===== src/rtl/cws_pkg.sv =====
// Package: shared widths, encodings and slot type for the data-window scheduler.
// Assumes CAS settings fit in LAT_W-1 bits.
package cws_pkg;
    localparam int BANK_W   = 3;
    localparam int LAT_W    = 8;
    localparam int LEN_W    = 3;
    localparam int BL8_CLKS = 4;
    localparam int BC4_CLKS = 2;

    typedef enum logic [1:0] {
        AL_NONE  = 2'b00,
        AL_CL_M1 = 2'b01,
        AL_CL_M2 = 2'b10,
        AL_RSVD  = 2'b11
    } al_code_e;

    typedef struct packed {
        logic              vld;
        logic              wr;
        logic [BANK_W-1:0] bank;
        logic [LAT_W-1:0]  dly;
        logic [LEN_W-1:0]  len;
    } slot_t;

    // Advance one slot by one clock: count down the delay, then the window length.
    function automatic slot_t slot_tick(input slot_t s);
        slot_t r;
        r = s;
        if (s.dly != '0)
            r.dly = s.dly - 1'b1;
        else if (s.len != '0)
            r.len = s.len - 1'b1;
        return r;
    endfunction
endpackage


===== src/rtl/cws_lat_sel.sv =====
// Latency selector: forms read and write latency from CL, CWL and the
// additive-latency code. It holds the values captured in the last idle cycle
// while commands are pending. Assumes CL >= 2 so CL-2 does not wrap.
module cws_lat_sel
    import cws_pkg::*;
#(
    parameter int CFG_W = 5
) (
    input  logic             clk,
    input  logic             rst_n,
    input  logic             idle,
    input  logic [CFG_W-1:0] cl,
    input  logic [CFG_W-1:0] cwl,
    input  logic [1:0]       al_sel,
    output logic [LAT_W-1:0] rd_lat,
    output logic [LAT_W-1:0] wr_lat
);
    logic [LAT_W-1:0] al_now, rd_now, wr_now, rd_q, wr_q;

    // Decode the additive-latency code against the present CL.
    always_comb begin
        unique case (al_code_e'(al_sel))
            AL_CL_M1: al_now = LAT_W'(cl) - LAT_W'(1);
            AL_CL_M2: al_now = LAT_W'(cl) - LAT_W'(2);
            default:  al_now = '0;
        endcase
        rd_now = al_now + LAT_W'(cl);
        wr_now = al_now + LAT_W'(cwl);
    end

    // Capture the settings on every idle cycle.
    always_ff @(posedge clk) begin
        if (!rst_n) begin
            rd_q <= '0;
            wr_q <= '0;
        end else if (idle) begin
            rd_q <= rd_now;
            wr_q <= wr_now;
        end
    end

    // Idle cycles see live settings, busy cycles see the captured ones.
    always_comb begin
        rd_lat = idle ? rd_now : rd_q;
        wr_lat = idle ? wr_now : wr_q;
    end

    // latencies cannot move while commands stay pending.
    p_lat_frozen_r8: assert property (@(posedge clk) disable iff (!rst_n)
        (!idle && $past(!idle)) |-> $stable({rd_lat, wr_lat}));
endmodule


===== src/rtl/cws_overlap_chk.sv =====
// Collision check: tests whether a new command's window shares any cycle with
// a pending window of the opposite direction. Offsets are in cycles from now.
// Assumes held slots obey the delay-then-length countdown of slot_tick.
module cws_overlap_chk
    import cws_pkg::*;
#(
    parameter int DEPTH = 4
) (
    input  logic             clk,
    input  logic             rst_n,
    input  slot_t [DEPTH-1:0] slots,
    input  logic             new_wr,
    input  logic [LAT_W-1:0] new_lat,
    input  logic [LEN_W-1:0] new_len,
    output logic             clash
);
    localparam int SUM_W = LAT_W + 1;

    logic [DEPTH-1:0] hit;
    logic [SUM_W-1:0] new_end;

    // End offset (exclusive) of the new window.
    always_comb new_end = SUM_W'(new_lat) + SUM_W'(new_len);

    for (genvar i = 0; i < DEPTH; i++) begin : g_cmp
        logic [SUM_W-1:0] old_end;
        // Interval test between slot i and the new window.
        always_comb begin
            old_end = SUM_W'(slots[i].dly) + SUM_W'(slots[i].len);
            hit[i]  = slots[i].vld && (slots[i].wr != new_wr) &&
                      (slots[i].len != '0) &&
                      (SUM_W'(new_lat) < old_end) &&
                      (SUM_W'(slots[i].dly) < new_end);
        end
    end

    // Any hit flags the collision.
    always_comb clash = |hit;

    // a collision needs at least one live window in the queue.
    p_clash_needs_live_r7: assert property (@(posedge clk) disable iff (!rst_n)
        clash |-> ($countones(hit) >= 1 && slots[0].vld));
endmodule


===== src/rtl/cws_slot_queue.sv =====
// In-order slot queue: holds pending commands with their delay and window
// countdowns, frees the head once its window is over, and decodes the open
// windows and the oldest open bank. Assumes push only when count < DEPTH.
module cws_slot_queue
    import cws_pkg::*;
#(
    parameter int DEPTH = 4
) (
    input  logic                    clk,
    input  logic                    rst_n,
    input  logic                    push,
    input  slot_t                   push_slot,
    output slot_t [DEPTH-1:0]       slots,
    output logic [$clog2(DEPTH+1)-1:0] count,
    output logic                    rd_win,
    output logic                    wr_win,
    output logic [BANK_W-1:0]       win_bank
);
    localparam int CNT_W = $clog2(DEPTH+1);

    slot_t [DEPTH-1:0] slots_q, slots_d;
    logic [CNT_W-1:0]  count_q, load_idx;
    logic              head_done;
    logic [DEPTH-1:0]  live_rd, live_wr;

    // Head leaves once its window reaches its last cycle (or is already spent).
    always_comb begin
        head_done = slots_q[0].vld && (slots_q[0].dly == '0) &&
                    (slots_q[0].len <= LEN_W'(1));
        load_idx  = count_q - CNT_W'(head_done);
    end

    for (genvar i = 0; i < DEPTH; i++) begin : g_slot
        slot_t src, nxt;
        // Pick the slot's source (shift on head exit) and advance it one clock.
        always_comb begin
            if (head_done) begin
                if (i == DEPTH - 1) src = '0;
                else                src = slots_q[(i + 1) % DEPTH];
            end else begin
                src = slots_q[i];
            end
            nxt = src.vld ? slot_tick(src) : '0;
            if (push && (load_idx == CNT_W'(i)))
                nxt = push_slot;
        end
        assign slots_d[i] = nxt;
        // Per-slot open-window flags by direction.
        always_comb begin
            live_rd[i] = slots_q[i].vld && (slots_q[i].dly == '0) &&
                         (slots_q[i].len != '0) && !slots_q[i].wr;
            live_wr[i] = slots_q[i].vld && (slots_q[i].dly == '0) &&
                         (slots_q[i].len != '0) && slots_q[i].wr;
        end
    end

    // Register the queue contents and the occupancy.
    always_ff @(posedge clk) begin
        if (!rst_n) begin
            slots_q <= '0;
            count_q <= '0;
        end else begin
            slots_q <= slots_d;
            count_q <= count_q + CNT_W'(push) - CNT_W'(head_done);
        end
    end

    // Window enables and the bank of the oldest open window.
    always_comb begin
        rd_win   = |live_rd;
        wr_win   = |live_wr;
        win_bank = '0;
        for (int k = DEPTH - 1; k >= 0; k--)
            if (live_rd[k] || live_wr[k]) win_bank = slots_q[k].bank;
    end

    assign slots = slots_q;
    assign count = count_q;

    // occupancy never exceeds the queue depth.
    p_count_bound_r6: assert property (@(posedge clk) disable iff (!rst_n)
        count_q <= CNT_W'(DEPTH));
    // a push only arrives when a slot is free.
    p_push_room_r6: assert property (@(posedge clk) disable iff (!rst_n)
        push |-> (count_q < CNT_W'(DEPTH)));
    // opposite windows never coincide.
    p_one_dir_r10: assert property (@(posedge clk) disable iff (!rst_n)
        !(rd_win && wr_win));
    // a window that opens is open at least two cycles.
    p_min_width_r4: assert property (@(posedge clk) disable iff (!rst_n)
        $rose(rd_win) |=> rd_win);
endmodule


===== src/rtl/cas_window_sched.sv =====
// Top: posted-CAS data-window scheduler. It accepts column commands, picks the
// read or write latency, refuses opposite-direction window collisions, and
// drives the read-capture and write-drive windows from an in-order queue.
// Assumes CL >= 2, CWL >= 1 and CFG_W + 1 <= LAT_W.
module cas_window_sched
    import cws_pkg::*;
#(
    parameter int DEPTH = 4,
    parameter int CFG_W = 5
) (
    input  logic              clk,
    input  logic              rst_n,
    input  logic [CFG_W-1:0]  cfg_cl,
    input  logic [CFG_W-1:0]  cfg_cwl,
    input  logic [1:0]        cfg_al_sel,
    input  logic              cmd_valid,
    output logic              cmd_ready,
    input  logic              cmd_wr,
    input  logic [2:0]        cmd_bank,
    input  logic              cmd_chop,
    output logic              rd_win,
    output logic              wr_win,
    output logic [2:0]        win_bank,
    output logic              err_overlap
);
    localparam int CNT_W = $clog2(DEPTH+1);

    logic [CNT_W-1:0]  count;
    logic              idle, clash, accept, err_q;
    logic [LAT_W-1:0]  rd_lat, wr_lat, sel_lat;
    logic [LEN_W-1:0]  new_len;
    slot_t             new_slot;
    slot_t [DEPTH-1:0] slots;

    // Idle and room decode from the occupancy.
    always_comb begin
        idle      = (count == '0);
        cmd_ready = (count < CNT_W'(DEPTH));
    end

    cws_lat_sel #(.CFG_W(CFG_W)) lat_i (
        .clk    (clk),
        .rst_n  (rst_n),
        .idle   (idle),
        .cl     (cfg_cl),
        .cwl    (cfg_cwl),
        .al_sel (cfg_al_sel),
        .rd_lat (rd_lat),
        .wr_lat (wr_lat)
    );

    // Build the candidate slot for the presented command.
    always_comb begin
        sel_lat       = cmd_wr ? wr_lat : rd_lat;
        new_len       = cmd_chop ? LEN_W'(BC4_CLKS) : LEN_W'(BL8_CLKS);
        new_slot.vld  = 1'b1;
        new_slot.wr   = cmd_wr;
        new_slot.bank = cmd_bank;
        new_slot.dly  = sel_lat - LAT_W'(1);
        new_slot.len  = new_len;
    end

    cws_overlap_chk #(.DEPTH(DEPTH)) chk_i (
        .clk     (clk),
        .rst_n   (rst_n),
        .slots   (slots),
        .new_wr  (cmd_wr),
        .new_lat (sel_lat),
        .new_len (new_len),
        .clash   (clash)
    );

    // Accept only with room and without a collision.
    always_comb accept = cmd_valid && cmd_ready && !clash;

    cws_slot_queue #(.DEPTH(DEPTH)) q_i (
        .clk       (clk),
        .rst_n     (rst_n),
        .push      (accept),
        .push_slot (new_slot),
        .slots     (slots),
        .count     (count),
        .rd_win    (rd_win),
        .wr_win    (wr_win),
        .win_bank  (win_bank)
    );

    // Flag a refused collision for one cycle.
    always_ff @(posedge clk) begin
        if (!rst_n) err_q <= 1'b0;
        else        err_q <= cmd_valid && cmd_ready && clash;
    end
    assign err_overlap = err_q;

    // the flag follows a presented command by one cycle.
    p_err_follows_cmd_r7: assert property (@(posedge clk) disable iff (!rst_n)
        err_overlap |-> $past(cmd_valid));
    // a refused command leaves the occupancy unchanged.
    p_refused_no_grow_r7: assert property (@(posedge clk) disable iff (!rst_n)
        err_overlap |-> (count <= $past(count)));
    // windows need a pending command.
    p_win_needs_cmd_r9: assert property (@(posedge clk) disable iff (!rst_n)
        (rd_win || wr_win) |-> !idle);
endmodule


===== config.mk =====
export PLATFORM = sky130hd
export DESIGN_NAME = cas_window_sched
export DESIGN_NICKNAME = d
export VERILOG_FILES = /design/src/rtl/cws_pkg.sv /design/src/rtl/cws_lat_sel.sv /design/src/rtl/cws_overlap_chk.sv /design/src/rtl/cws_slot_queue.sv /design/src/rtl/cas_window_sched.sv
export SDC_FILE = /design/constraint.sdc
export NUM_CORES = 1
export LEC_CHECK = 0
export ABC_AREA = 1
export BUFFER_PORTS_ARGS = -buffer_cell sky130_fd_sc_hd__buf_2
export CAP_MARGIN = 20
export CORE_UTILIZATION = 25
export CTS_BUF_LIST = sky130_fd_sc_hd__clkbuf_8 sky130_fd_sc_hd__clkbuf_16
export CTS_CLUSTER_DIAMETER = 120
export CTS_CLUSTER_SIZE = 25
export DETAILED_ROUTE_END_ITERATION = 10
export HOLD_SLACK_MARGIN = 0.12
export PLACE_DENSITY = 0.42
export RECOVER_POWER = 25
export SLEW_MARGIN = 20
export SYNTH_ARGS = -nofsm -noshare
export SYNTH_HDL_FRONTEND = slang
export SYNTH_SLANG_ARGS = --single-unit
export TNS_END_PERCENT = 5

===== constraint.sdc =====
create_clock -name clk -period 17.1 [get_ports clk]
set_clock_uncertainty 0.2 [all_clocks]
set_input_delay 0.855 -clock clk [delete_from_list [all_inputs] [get_ports clk]]
set_output_delay 0.855 -clock clk [all_outputs]
set_load 0.02 [all_outputs]

==> run_results.csv <==
group,metric,value,unit
run_status,outcome,"finished with violations",
sta,max_slew.worst_pin.slew,2.07,ns
floorplanning,core-area,32500,sq um
sta,setup_violations,0,
global_routing,grt_overflow_total,0,
sta,maxSlewViolCount,40,
setup_path,crit_fanout,36,
clock_tree,holdBufCountCts,0,
route,firstDrtPassIters,8,
power,powerDensity,164,nW/um^2
clock_tree,cts_tree,"built",
setup_path,critPathLaunch,"cfg_cl[1]",
global_routing,grt_usage,0.175,
clock_tree,cts_buffer_depth,2,
sta,maxSlewHeadroom,-0.380,
power,ir_worst_vdd,114,uV
synth,postSynthAreaPerCell,6.60,sq um
global_routing,antenna_found_initial,0,
setup_path,r2r_setup_slack,11.43,ns
floorplanning,row_count,66,
synth,yosysWarnings,0,
run_status,violations,"design-rule violations, max-capacitance violations, max-slew violations",
layout,stdcell_count,1710,
synth,ys_seq_elements,84,
synth,netlist_area,8240,sq um
place,placed_area,8830,sq um
clock_tree,cts_resized,0,
route,drt-total-wl,28.6,mm
clock_tree,clk-insertion-delay-late,0.36,ns
worst_hold_path,hold_end,"lat_i.wr_q[6]",
setup_path,critPathArrivalTime,6.85,ns
synth,synth_cell_types,48,
route,drtIter0Drc,404,
power,power_leakage,4.00,nW
clock_tree,clockRootBuffer,"clkbuf_16",
setup_path,start_kind,"input pin",
clock_tree,post_cts_buffers,0,
setup_path,required,17.19,ns
global_routing,grt_pass1_wl,45.0,mm
synth,syn_inst,1249,
layout,drive_gt1_frac,0.0662,
route,wire_per_inst,16.7,microns
worst_hold_path,min-delay-start,"lat_i.wr_q[6]",
synth,synth_seq_area_share,0.204,
layout,multi_input_area,5760,sq um
setup_path,worst_r2r_endpoint,"q_i.count[2]",
setup_path,reg2reg_depth,34,
setup_path,crit_path_end_kind,"register",
layout,fillers,3655,
run,maxCapViolCount,1,
floorplanning,dieArea,33700,sq um
layout,nets,1388,
setup_path,path_common_cell,"nand2_1",
floorplanning,initial_core_util,0.254,
setup_path,timing.rr.start,"q_i.count[1]",
route,ant_nets,0,
sta,whs,0.278,ns
layout,area_delta_synth_final,10.6,%
synth,synth_top_area_cell,"dfxtp_1",
clock_tree,clk_pin_slew_worst_paths,0.07,ns
place,port_buffers,26,
global_routing,grt_max_degree,73,
place,dp_hpwl,21.8,mm
floorplanning,die_x,184,microns
route,avgViaCountPerCell,4.77,
sta,fin_crit_sh,0.396,
route,drc,1,
sta,fin_tns_setup,0,ns
synth,syn-num-nets,1374,
layout,num_antenna_cells,0,
floorplanning,fp.dieH,184,microns
power,power,1.50,mW
synth,synth_top_cell_area_share,0.204,
place,dp.cells,1694,
clock_tree,numCtsBuffers,9,
clock_tree,cts_sinks,84,
synth,synth_area_leaders,"dfxtp_1, ha_1, nand2_1, nand3_1, inv_1",
route,num_vias,8155,
layout,fin_area,9110,sq um
worst_hold_path,hold_path_depth,2,
floorplanning,io_pins,27,
sta,rsz0062_at_grt,"false",
setup_path,cp_slowest_cell,"xnor2_1",
sta,fmax,148,MHz
clock_tree,h-tree-depth,3,
setup_path,critical-path-max-stage-delay,0.50,ns
sta,hold_viol_final,0,
sta,finalCriticalPeriod,6.76,ns
global_routing,grt_pass1_vias,7900,
worst_hold_path,hold_path.class,"reg -> reg",
setup_path,crit_type,"in -> reg",
layout,register_area,1680,sq um
place,gp_congestion,0.852,
cells in the final DEF, fill, tap and decap left out, types with 3 or more instances in the layout:
master,Yosys,routed
nor4_1,5,5
xnor2_1,13,13
nand3b_1,4,4
clkinvlp_4,0,3
nor3_1,34,34
clkbuf_16,0,9
o22ai_1,3,3
inv_2,7,6
or2_0,7,7
o211ai_1,9,9
nor2_1,95,95
dfxtp_1,84,84
a211oi_1,13,13
nand2_2,8,8
o21ai_0,52,52
or2_2,4,4
nand2_1,265,265
o21a_1,5,5
nand3_1,117,117
a21oi_1,106,105
ha_1,97,97
xor2_1,44,44
buf_2,7,19
buf_4,3,10
nand4_1,34,34
nand3_2,8,8
clkbuf_1,17,8
inv_1,155,156
o21ai_1,9,9
and3_1,4,4
fa_1,8,8
layer usage:
layer | routed length (microns) | part of all wire | vias up | GRT usage
met5 | 0 | 0 | - | 0
met3 | 919 | 0.032 | 23 | 0.0196
li1 | - | - | 4195 | -
met1 | 13700 | 0.48 | 3794 | 0.231
met4 | 467 | 0.016 | 0 | 0.0413
met2 | 13500 | 0.47 | 143 | 0.302
layout make-up:
class	instances	share of cell area
Clock buffer	9	0.0247
Clock inverter	7	0.00769
Inverter	166	0.0689
Multi-Input combinational cell	965	0.632
Sequential cell	84	0.184
Tap cell	442	0.0607
Timing Repair Buffer	37	0.0220
cells by family (layout without fill, tap and decap cells):
logic type               Yosys count  in the layout  synth area share
AO/OA/AOI/OAI                    206            206             0.137
XOR/XNOR                          57             57            0.0606
adder cells (fa/ha/maj)          105            105             0.167
buffers and inverters            200            219            0.0978
flip-flops                        84             84             0.204
multiplexers                       2              2           0.00243
AND/OR/NAND/NOR                  595            595             0.331
power breakdown:
part / leakage, nW / total, mW / internal (mW) / switching (mW)
clock: 0.135 / 0.205 / 0.103 / 0.102
combinational: 3.19 / 1.01 / 0.327 / 0.683
sequential: 0.682 / 0.281 / 0.235 / 0.0464
total: 4.00 / 1.50 / 0.665 / 0.832
per-stage QoR:
stage,setup slack (ns),util
floorplan,10.77,-
detailed placement,9.97,0.272
global placement,10.13,0.272
global route,9.64,0.281
CTS,10.33,0.281
finish,10.34,0.281
worst max-delay path by stage:
stage	slack (ns)	end
floorplan	10.77	q_i.count[2]
global placement	10.13	q_i.count[2]
detailed placement	9.97	q_i.count[2]
CTS	10.33	q_i.count[2]
global route	9.64	q_i.count[2]
finish	10.34	q_i.count[2]
sequential cells by signal (all words and copies together), names as in the netlist:
signal       flops
err_overlap      1
lat_i.rd_q       8
lat_i.wr_q       8
q_i.count        3
q_i.slots       64
worst max-delay path: cells and delay by family:
family / cells / cell delay (ns)
and+or+nand+nor: 17 / 1.77
buffers and inverters: 5 / 0.79
AOI/OAI and AO/OA: 7 / 0.80
xor gates and xnor gates: 3 / 0.82
adders and majority gates: 6 / 1.80
synth_stat cells (all sizes together):
master	instances
xor2	44
a211oi	13
o21ai	61
inv	164
o31ai	2
a31oi	1
a21oi	106
o211ai	9
fa	8
o22ai	3
a211o	1
nand4	34
xnor2	13
nor3	37
clkinv	2
nand3	126
nand3b	4
or2	11
and3	4
a41o	1
mux2i	2
dfxtp	84
buf	17
o21a	5
a311oi	1
clkbuf	17
nor4	5
a21o	1
ha	97
nand2	275
a21boi	2
nor2	99
No activity file was read; power rests on OpenSTA's default activity.
